<file path="src/rtl/sdac_pkg.sv">
package sdac_pkg;
  localparam int FRAME_W  = 24;
  localparam int MODE_LSB = 16;
  localparam int FIELD_W  = 16;

  typedef enum logic [1:0] {
    PM_NORMAL = 2'b00,
    PM_LOAD_A = 2'b01,
    PM_LOAD_B = 2'b10,
    PM_LOAD_C = 2'b11
  } pmode_e;
endpackage

</file>
<file path="src/rtl/sdac_rst_sync.sv">
module sdac_rst_sync (
  input  logic clk_i,
  input  logic rst_ni,
  output logic rst_no
);
  logic stage_q;
  logic out_q;

  always_ff @(posedge clk_i or negedge rst_ni) begin
    if (!rst_ni) begin
      stage_q <= 1'b0;
      out_q   <= 1'b0;
    end else begin
      stage_q <= 1'b1;
      out_q   <= stage_q;
    end
  end

  assign rst_no = out_q;
endmodule

</file>
<file path="src/rtl/sdac_sync.sv">
module sdac_sync #(
  parameter int             W       = 3,
  parameter logic [W-1:0]   RST_VAL = '0
) (
  input  logic         clk_i,
  input  logic         rst_ni,
  input  logic [W-1:0] async_i,
  output logic [W-1:0] sync_o
);
  logic [W-1:0] meta_q;
  logic [W-1:0] sync_q;

  for (genvar g = 0; g < W; g++) begin : g_bit
    always_ff @(posedge clk_i or negedge rst_ni) begin
      if (!rst_ni) begin
        meta_q[g] <= RST_VAL[g];
        sync_q[g] <= RST_VAL[g];
      end else begin
        meta_q[g] <= async_i[g];
        sync_q[g] <= meta_q[g];
      end
    end
  end

  assign sync_o = sync_q;
endmodule

</file>
<file path="src/rtl/sdac_shift.sv">
module sdac_shift
  import sdac_pkg::*;
#(
  parameter int LEN = FRAME_W
) (
  input  logic           clk_i,
  input  logic           rst_ni,
  input  logic           frame_act_i,
  input  logic           sclk_i,
  input  logic           din_i,
  output logic [LEN-1:0] frame_o,
  output logic           done_o
);
  localparam int CNT_W = $clog2(LEN + 1);
  localparam logic [CNT_W-1:0] CNT_LAST = CNT_W'(LEN - 1);
  localparam logic [CNT_W-1:0] CNT_FULL = CNT_W'(LEN);

  logic             sclk_d_q;
  logic             fall;
  logic             shift_en;
  logic [CNT_W-1:0] cnt_q,  cnt_d;
  logic [LEN-1:0]   sr_q,   sr_d;
  logic             done_q, done_d;

  assign fall     = sclk_d_q & ~sclk_i;
  assign shift_en = frame_act_i & fall & (cnt_q != CNT_FULL);

  always_comb begin
    cnt_d  = cnt_q;
    sr_d   = sr_q;
    done_d = 1'b0;
    if (!frame_act_i) begin
      cnt_d = '0;
    end else if (shift_en) begin
      cnt_d  = cnt_q + 1'b1;
      sr_d   = {sr_q[LEN-2:0], din_i};
      done_d = (cnt_q == CNT_LAST);
    end
  end

  always_ff @(posedge clk_i or negedge rst_ni) begin
    if (!rst_ni) begin
      sclk_d_q <= 1'b0;
      cnt_q    <= '0;
      sr_q     <= '0;
      done_q   <= 1'b0;
    end else begin
      sclk_d_q <= sclk_i;
      cnt_q    <= cnt_d;
      done_q   <= done_d;
      if (shift_en) sr_q <= sr_d;
    end
  end

  assign frame_o = sr_q;
  assign done_o  = done_q;

  AST_CNT_SATURATE: assert property (@(posedge clk_i) disable iff (!rst_ni)
    cnt_q <= CNT_FULL);
  AST_DONE_SINGLE: assert property (@(posedge clk_i) disable iff (!rst_ni)
    done_q |=> !done_q);
  AST_IDLE_CLEAR: assert property (@(posedge clk_i) disable iff (!rst_ni)
    !frame_act_i |=> (cnt_q == '0) && !done_q);
  AST_DONE_NEEDS_FRAME: assert property (@(posedge clk_i) disable iff (!rst_ni)
    done_q |-> $past(frame_act_i));
endmodule

</file>
<file path="src/rtl/sdac_regs.sv">
module sdac_regs
  import sdac_pkg::*;
#(
  parameter int DATA_W    = 16,
  parameter bit RESET_MID = 1'b0
) (
  input  logic              clk_i,
  input  logic              rst_ni,
  input  logic              load_i,
  input  logic [FRAME_W-1:0] frame_i,
  output logic [DATA_W-1:0] code_o,
  output pmode_e            mode_o
);
  localparam int FIELD_HI = MODE_LSB - 1;

  logic [DATA_W-1:0] rst_code;
  logic [DATA_W-1:0] code_q, code_d;
  pmode_e            mode_q, mode_d;

  if (RESET_MID) begin : g_rst_mid
    assign rst_code = {1'b1, {(DATA_W-1){1'b0}}};
  end else begin : g_rst_zero
    assign rst_code = '0;
  end

  always_comb begin
    code_d = code_q;
    mode_d = mode_q;
    if (load_i) begin
      code_d = frame_i[FIELD_HI -: DATA_W];
      mode_d = pmode_e'(frame_i[MODE_LSB+1:MODE_LSB]);
    end
  end

  always_ff @(posedge clk_i or negedge rst_ni) begin
    if (!rst_ni) begin
      code_q <= rst_code;
      mode_q <= PM_NORMAL;
    end else if (load_i) begin
      code_q <= code_d;
      mode_q <= mode_d;
    end
  end

  assign code_o = code_q;
  assign mode_o = mode_q;

  AST_HOLD_NO_LOAD: assert property (@(posedge clk_i) disable iff (!rst_ni)
    !load_i |=> $stable(code_q) && $stable(mode_q));
  AST_MODE_LOAD: assert property (@(posedge clk_i) disable iff (!rst_ni)
    load_i |=> mode_q == pmode_e'($past(frame_i[MODE_LSB+1:MODE_LSB])));
endmodule

</file>
<file path="src/rtl/sdac_if_ctrl.sv">
module sdac_if_ctrl
  import sdac_pkg::*;
#(
  parameter int DATA_W    = 16,
  parameter bit RESET_MID = 1'b0
) (
  input  logic              clk_i,
  input  logic              rst_ni,
  input  logic              sync_ni,
  input  logic              sclk_i,
  input  logic              sdin_i,
  output logic [DATA_W-1:0] dac_code_o,
  output logic [1:0]        pd_mode_o
);
  localparam int IN_W = 3;

  logic               rst_n;
  logic [IN_W-1:0]    pins_s;
  logic               frame_act;
  logic [FRAME_W-1:0] frame;
  logic               done;
  pmode_e             mode;

  sdac_rst_sync u_rst (
    .clk_i  (clk_i),
    .rst_ni (rst_ni),
    .rst_no (rst_n)
  );

  sdac_sync #(.W(IN_W), .RST_VAL(3'b100)) u_sync (
    .clk_i   (clk_i),
    .rst_ni  (rst_n),
    .async_i ({sync_ni, sclk_i, sdin_i}),
    .sync_o  (pins_s)
  );

  assign frame_act = ~pins_s[2];

  sdac_shift #(.LEN(FRAME_W)) u_shift (
    .clk_i       (clk_i),
    .rst_ni      (rst_n),
    .frame_act_i (frame_act),
    .sclk_i      (pins_s[1]),
    .din_i       (pins_s[0]),
    .frame_o     (frame),
    .done_o      (done)
  );

  sdac_regs #(.DATA_W(DATA_W), .RESET_MID(RESET_MID)) u_regs (
    .clk_i   (clk_i),
    .rst_ni  (rst_n),
    .load_i  (done),
    .frame_i (frame),
    .code_o  (dac_code_o),
    .mode_o  (mode)
  );

  assign pd_mode_o = mode;

  AST_LOAD_AT_FRAME_END: assert property (@(posedge clk_i) disable iff (!rst_n)
    done |-> frame_act);
endmodule

</file>
<file path="config.mk">
export PLATFORM = sky130hd
export DESIGN_NAME = sdac_if_ctrl
export DESIGN_NICKNAME = d
export VERILOG_FILES = /design/src/rtl/sdac_pkg.sv /design/src/rtl/sdac_rst_sync.sv /design/src/rtl/sdac_sync.sv /design/src/rtl/sdac_shift.sv /design/src/rtl/sdac_regs.sv /design/src/rtl/sdac_if_ctrl.sv
export SDC_FILE = /design/constraint.sdc
export NUM_CORES = 1
export LEC_CHECK = 0
export CORE_UTILIZATION = 54
export DETAILED_ROUTE_END_ITERATION = 6
export PLACE_DENSITY = 0.77
export SYNTH_ARGS = -nofsm -noshare
export SYNTH_HDL_FRONTEND = slang
export SYNTH_SLANG_ARGS = --single-unit
</file>
<file path="constraint.sdc">
create_clock -name clk_i -period 2.15 [get_ports clk_i]
set_clock_uncertainty 0.05 [all_clocks]
set_input_delay 0.43 -clock clk_i [delete_from_list [all_inputs] [get_ports clk_i]]
set_output_delay 0.43 -clock clk_i [all_outputs]
set_load 0.02 [all_outputs]
</file>
# Word-level counts from Yosys, hierarchy flattened
# Cells that the tools add are included.
# classes
n_bitwise	5
addsub	1
muxes	4
eq_ne	2
n_reduce_logical	2
# op_table
cell	count
$mux W5	2
$add A5 B1 Y5 const B	1
$eq A5 B5 Y1 const B	1
$ne A5 B5 Y1 const B	1
$and A1 B1 Y1	3
$mux W1	2
$not A1 Y1	2
$reduce_and A2 Y1	1
$reduce_bool A2 Y1	1
# totals
output_inout_bits	18
inputBits	5
ff_bits	51

# Logic depth before layout (Yosys ltp)
# depth
depth_word	6
mapped_depth	6
ltp_nobuf	5

# Cells and area by module
# Synthesis repeated with hierarchy kept, for this count alone.
# unflattened
cells_unflattened	129
area_unflattened_um2	2172.1
# modules_own_cells
module	area_per_inst_um2	n_inst	seq_area_each_um2	cells_per_inst
sdac_shift	1239.9	1	775.7	81
sdac_regs	721.9	1	450.4	38
sdac_sync	152.6	1	152.6	6
sdac_rst_sync	53.8	1	50.0	3
sdac_if_ctrl	3.8	1	0.0	1

# Least setup slack after synthesis
# Ideal clock, no wire load.
# synth_path
path_type	register -> register
from	register u_shift.cnt_q[0]
to	register u_shift.sr_q[10] (netlist: u_shift.frame_o[10])
period_less_slack_ns	1.566
t_arrival_ns	1.391
setup_time_ns	0.125
t_required_ns	1.975
path_buffers	1
slack_ns	0.584
stages_incl_launch_ff	7
cell_sequence	dfrtp_1 inv_1 ha_1 nand4b_4 nand3b_4 buf_6 mux2_4
# synth_via
elab_chain_len	3
# synth_lines
element	line_no	source
from (decl)	sdac_shift.sv:21	logic [CNT_W-1:0] cnt_q, cnt_d;
from (signal assigned)	sdac_shift.sv:49	cnt_q <= cnt_d;
$ne A5 B5 Y1	sdac_shift.sv:26	assign shift_en = frame_act_i & fall & (cnt_q != CNT_FULL);
$and A1 B1 Y1	sdac_shift.sv:26	
$reduce_and A2 Y1 (no source line)	--	
to (signal assigned)	sdac_shift.sv:51	if (shift_en) sr_q <= sr_d;
to (decl)	sdac_shift.sv:22	logic [LEN-1:0] sr_q, sr_d;
# Every way passes these cells.
# A chain may end at the register's enable or synchronous reset.

# Worst setup path in the final report
# layout_path
from	register u_regs.code_q[1] (netlist: u_regs.code_o[1])
to	output dac_code_o[1]
# layout_lines
element	line_no	source
from (decl)	sdac_regs.sv:17	logic [DATA_W-1:0] code_q, code_d;
from (signal assigned)	sdac_regs.sv:37	code_q <= rst_code;
from (signal assigned)	sdac_regs.sv:40	code_q <= code_d;
to (decl)	sdac_if_ctrl.sv:12	output logic [DATA_W-1:0] dac_code_o,
# No word-level cell between the ends.

==> impl_metrics.toml <==
[global_route]
grt_pass1_vias = 1117
track_usage_pct = 17.8
use_met3_pct = 6.02
grt_overflow = 0
grt_pass1_wl_um = 5250
use_met2_pct = 28.3
antenna_found_initial = 0
grt_max_degree = 28
met1_usage_pct = 22.8
top_usage_layer = "met2"

[detailed_routing]
totalWireLength_um = 2900
wire_per_inst_um = 14.9
drtIter0Drc = 10
vias = 1008
vias_per_cell = 5.20
drt-pass1-iter-count = 2
ant_nets = 0
drc = 0

[clocking]
cts_resized = 0
cts_sinks = 51
hold_buffers = 0
cts_setup_buffers = 0
cts_max_level = 2
cts_tree = "yes"
cts_buffer_depth = 2
clk_latency_ps = 380
clockRootBuffer = "clkbuf_4"
clk_pin_slew_ps = 160
cts_buffers = 5

[critical_path]
end_kind = "output port"
critPathMaxStageDelay_ps = 620
ff2ff_path_depth = 5
cp-start-kind = "flip-flop"
cp.required_ps = 1670
critPathSlowestCell = "clkdlybuf4s50_1"
r2r_start = "u_shift.cnt_q[0]"
r2r_slack_ps = 460
path_buf_inv = 1
worstPathMaxFanout = 2
worst_r2r_endpoint = "u_shift.frame_o[17]"
cp_top_family = "buffers and inverters"
worstSetupPathType = "reg2out"
path_cells = "clkdlybuf4s50_1"
crit_cells = 1
cp_data_arrival_time_ps = 1370

[place]
dp_hpwl_um = 2000
place_worst_setup_slack_ps = 474
gp_congestion = 0.776
port_buffers = 22
post-place-cells = 186

[timing]
relSlewSlack_pct = 66.0
fin_crit_sh_pct = 86.0
fmax_ghz = 0.541
tightestPinTransition_ps = 511
hold_viol = 0
drv_slew = 0
layout_setup_ws_ps = 300
setup_violations = 0
tns_ps = 0
rsz0062_at_grt = "no"
period_minus_slack_ps = 1850

[flow_run]
maxCapViolations = 0

[layout]
finish.utilization_pct = 69.2
final_layout_size_suffix_gt1_share_pct = 37.2
syn_to_final_growth_pct = 19.7
nFillCells = 256
fin_cells = 194
final_nets = 154
diodes = 0

[outcome]
status = "finished, final reports clean"

[yosys]
synth_edf_count = 0
yosysWarnings = 0
synthCells = 120
ys_ff_latch = 51
yosysSeqAreaShare_pct = 64.8
syn-num-nets = 127
synth_area_mm2 = 0.00197
synth_top_cell_by_area = "dfrtp_1"
synthArstFlopShare_pct = 100
yosysTopAreaCellShare_pct = 62.1
synth_commonest_cells = "49 x dfrtp_1, 27 x mux2_2, 10 x mux2_4, 3 x buf_2"
yosysMostFrequentCell = "dfrtp_1"
synth_area_per_cell_um2 = 16.5
ys_top_cells_by_area = "dfrtp_1 62%, mux2_2 15%, mux2_4 7.6%"
synth_cell_types = 26
synth_ff_type = "dfrtp_1"

[floorplanning]
die-height_um = 62.5
core_mm2 = 0.00342
initial_core_util_pct = 57.8
die_w_um = 62.5
die-area_mm2 = 0.00390
ios = 23
num_rows = 21

[power_and_ir_drop]
p_leak_uw = 0.00119
p_int_uw = 1510
powerDensity_mw_per_mm2 = 814
ir_drop_uv = 597
power_frac_comb_pct = 7.3
switching_share_pct = 21.7
p_switching_uw = 418
pwr-share-seq_pct = 57.7
power_frac_clock_pct = 35.0

[hold_path]
holdCritPathClass = "in2async"
## sequential cells by signal (all words and copies together), names as in the netlist
name	flops
u_shift.frame_o	18
u_regs.code_o	16
u_shift.cnt_q	5
u_sync.meta_q	3
u_sync.sync_o	3
u_regs.mode_o	2
u_rst.rst_no	1
u_rst.stage_q	1
u_shift.done_o	1
u_shift.sclk_d_q	1
## power by group through the flow
stage / Combinational [uW] / Sequential (uW) / Clock (uW)
2_1_floorplan: 114 / 1110 / 0
3_3_place_gp: 135 / 1120 / 0
3_5_place_dp: 143 / 1130 / 0
4_1_cts: 143 / 1110 / 691
5_1_grt: 154 / 1130 / 733
6_report: 141 / 1110 / 673
## cells by family after synthesis
kind of cell | after synthesis | share of synthesized area [%]
AOI/OAI and AO/OA | 4 | 1.39
adders and majority gates | 2 | 1.27
buffers and inverters | 7 | 2.09
DFF | 51 | 64.8
muxes | 38 | 23.5
other | 1 | 0.190
and+or+nand+nor | 17 | 6.78
## stage by stage
stage | area [um2] | hold WS, ps | power (uW)
after global placement | 2250 | 195 | 1260
final | 2360 | 156 | 1930
after detailed placement | 2250 | 198 | 1270
after CTS | 2360 | 144 | 1950
after global routing | 2360 | 127 | 2010
after floorplan | 1970 | 84.4 | 1220
## layout by cell type (no fill, tap or decap), types with 2 or more instances in the layout
master,instances
mux2_4,10
dfstp_2,2
buf_4,2
nand4b_1,2
bufinv_16,2
clkdlybuf4s50_1,22
dfrtp_1,48
clkbuf_4,5
mux2_2,27
nor2b_1,2
nor2_1,2
nand2b_1,2
nand4_1,2
nand3_1,2
ha_1,2
inv_1,2
## worst max path at each step
| stage | start | endpoint | slack (ps) |
|---|---|---|---|
| after CTS | u_regs.code_o[1] | dac_code_o[1] | 280 |
| after global routing | u_regs.code_o[10] | dac_code_o[10] | 210 |
| after floorplan | u_rst.rst_no | u_regs.code_o[0] | 580 |
| after detailed placement | u_shift.cnt_q[0] | u_shift.frame_o[15] | 470 |
| final | u_regs.code_o[1] | dac_code_o[1] | 300 |
| after global placement | u_shift.cnt_q[0] | u_shift.frame_o[1] | 550 |
## worst register-to-register path, stage by stage, from the launching register on
cell and delay, ps:
dfrtp_1 450, inv_1 80, ha_1 190, nand4b_4 150, nand3b_4 290, mux2_2 380
## cell type report
cell class,instances,area [um2],share of cell area (%)
Timing Repair Buffer,25,255,10.8
Sequential cell,51,1280,54.2
Multi-Input combinational cell,62,654,27.7
Clock inverter,3,71.3,3.02
Inverter,2,7.51,0.318
Clock buffer,5,37.5,1.59
Tap cell,46,57.6,2.44
## metal layers
metal | vias up | routed length, um
met5 | - | 0
met4 | 0 | 43
met3 | 6 | 117
met2 | 21 | 1410
met1 | 514 | 1330
li1 | 467 | -
Note: power is estimated with default switching activity, not from simulation.
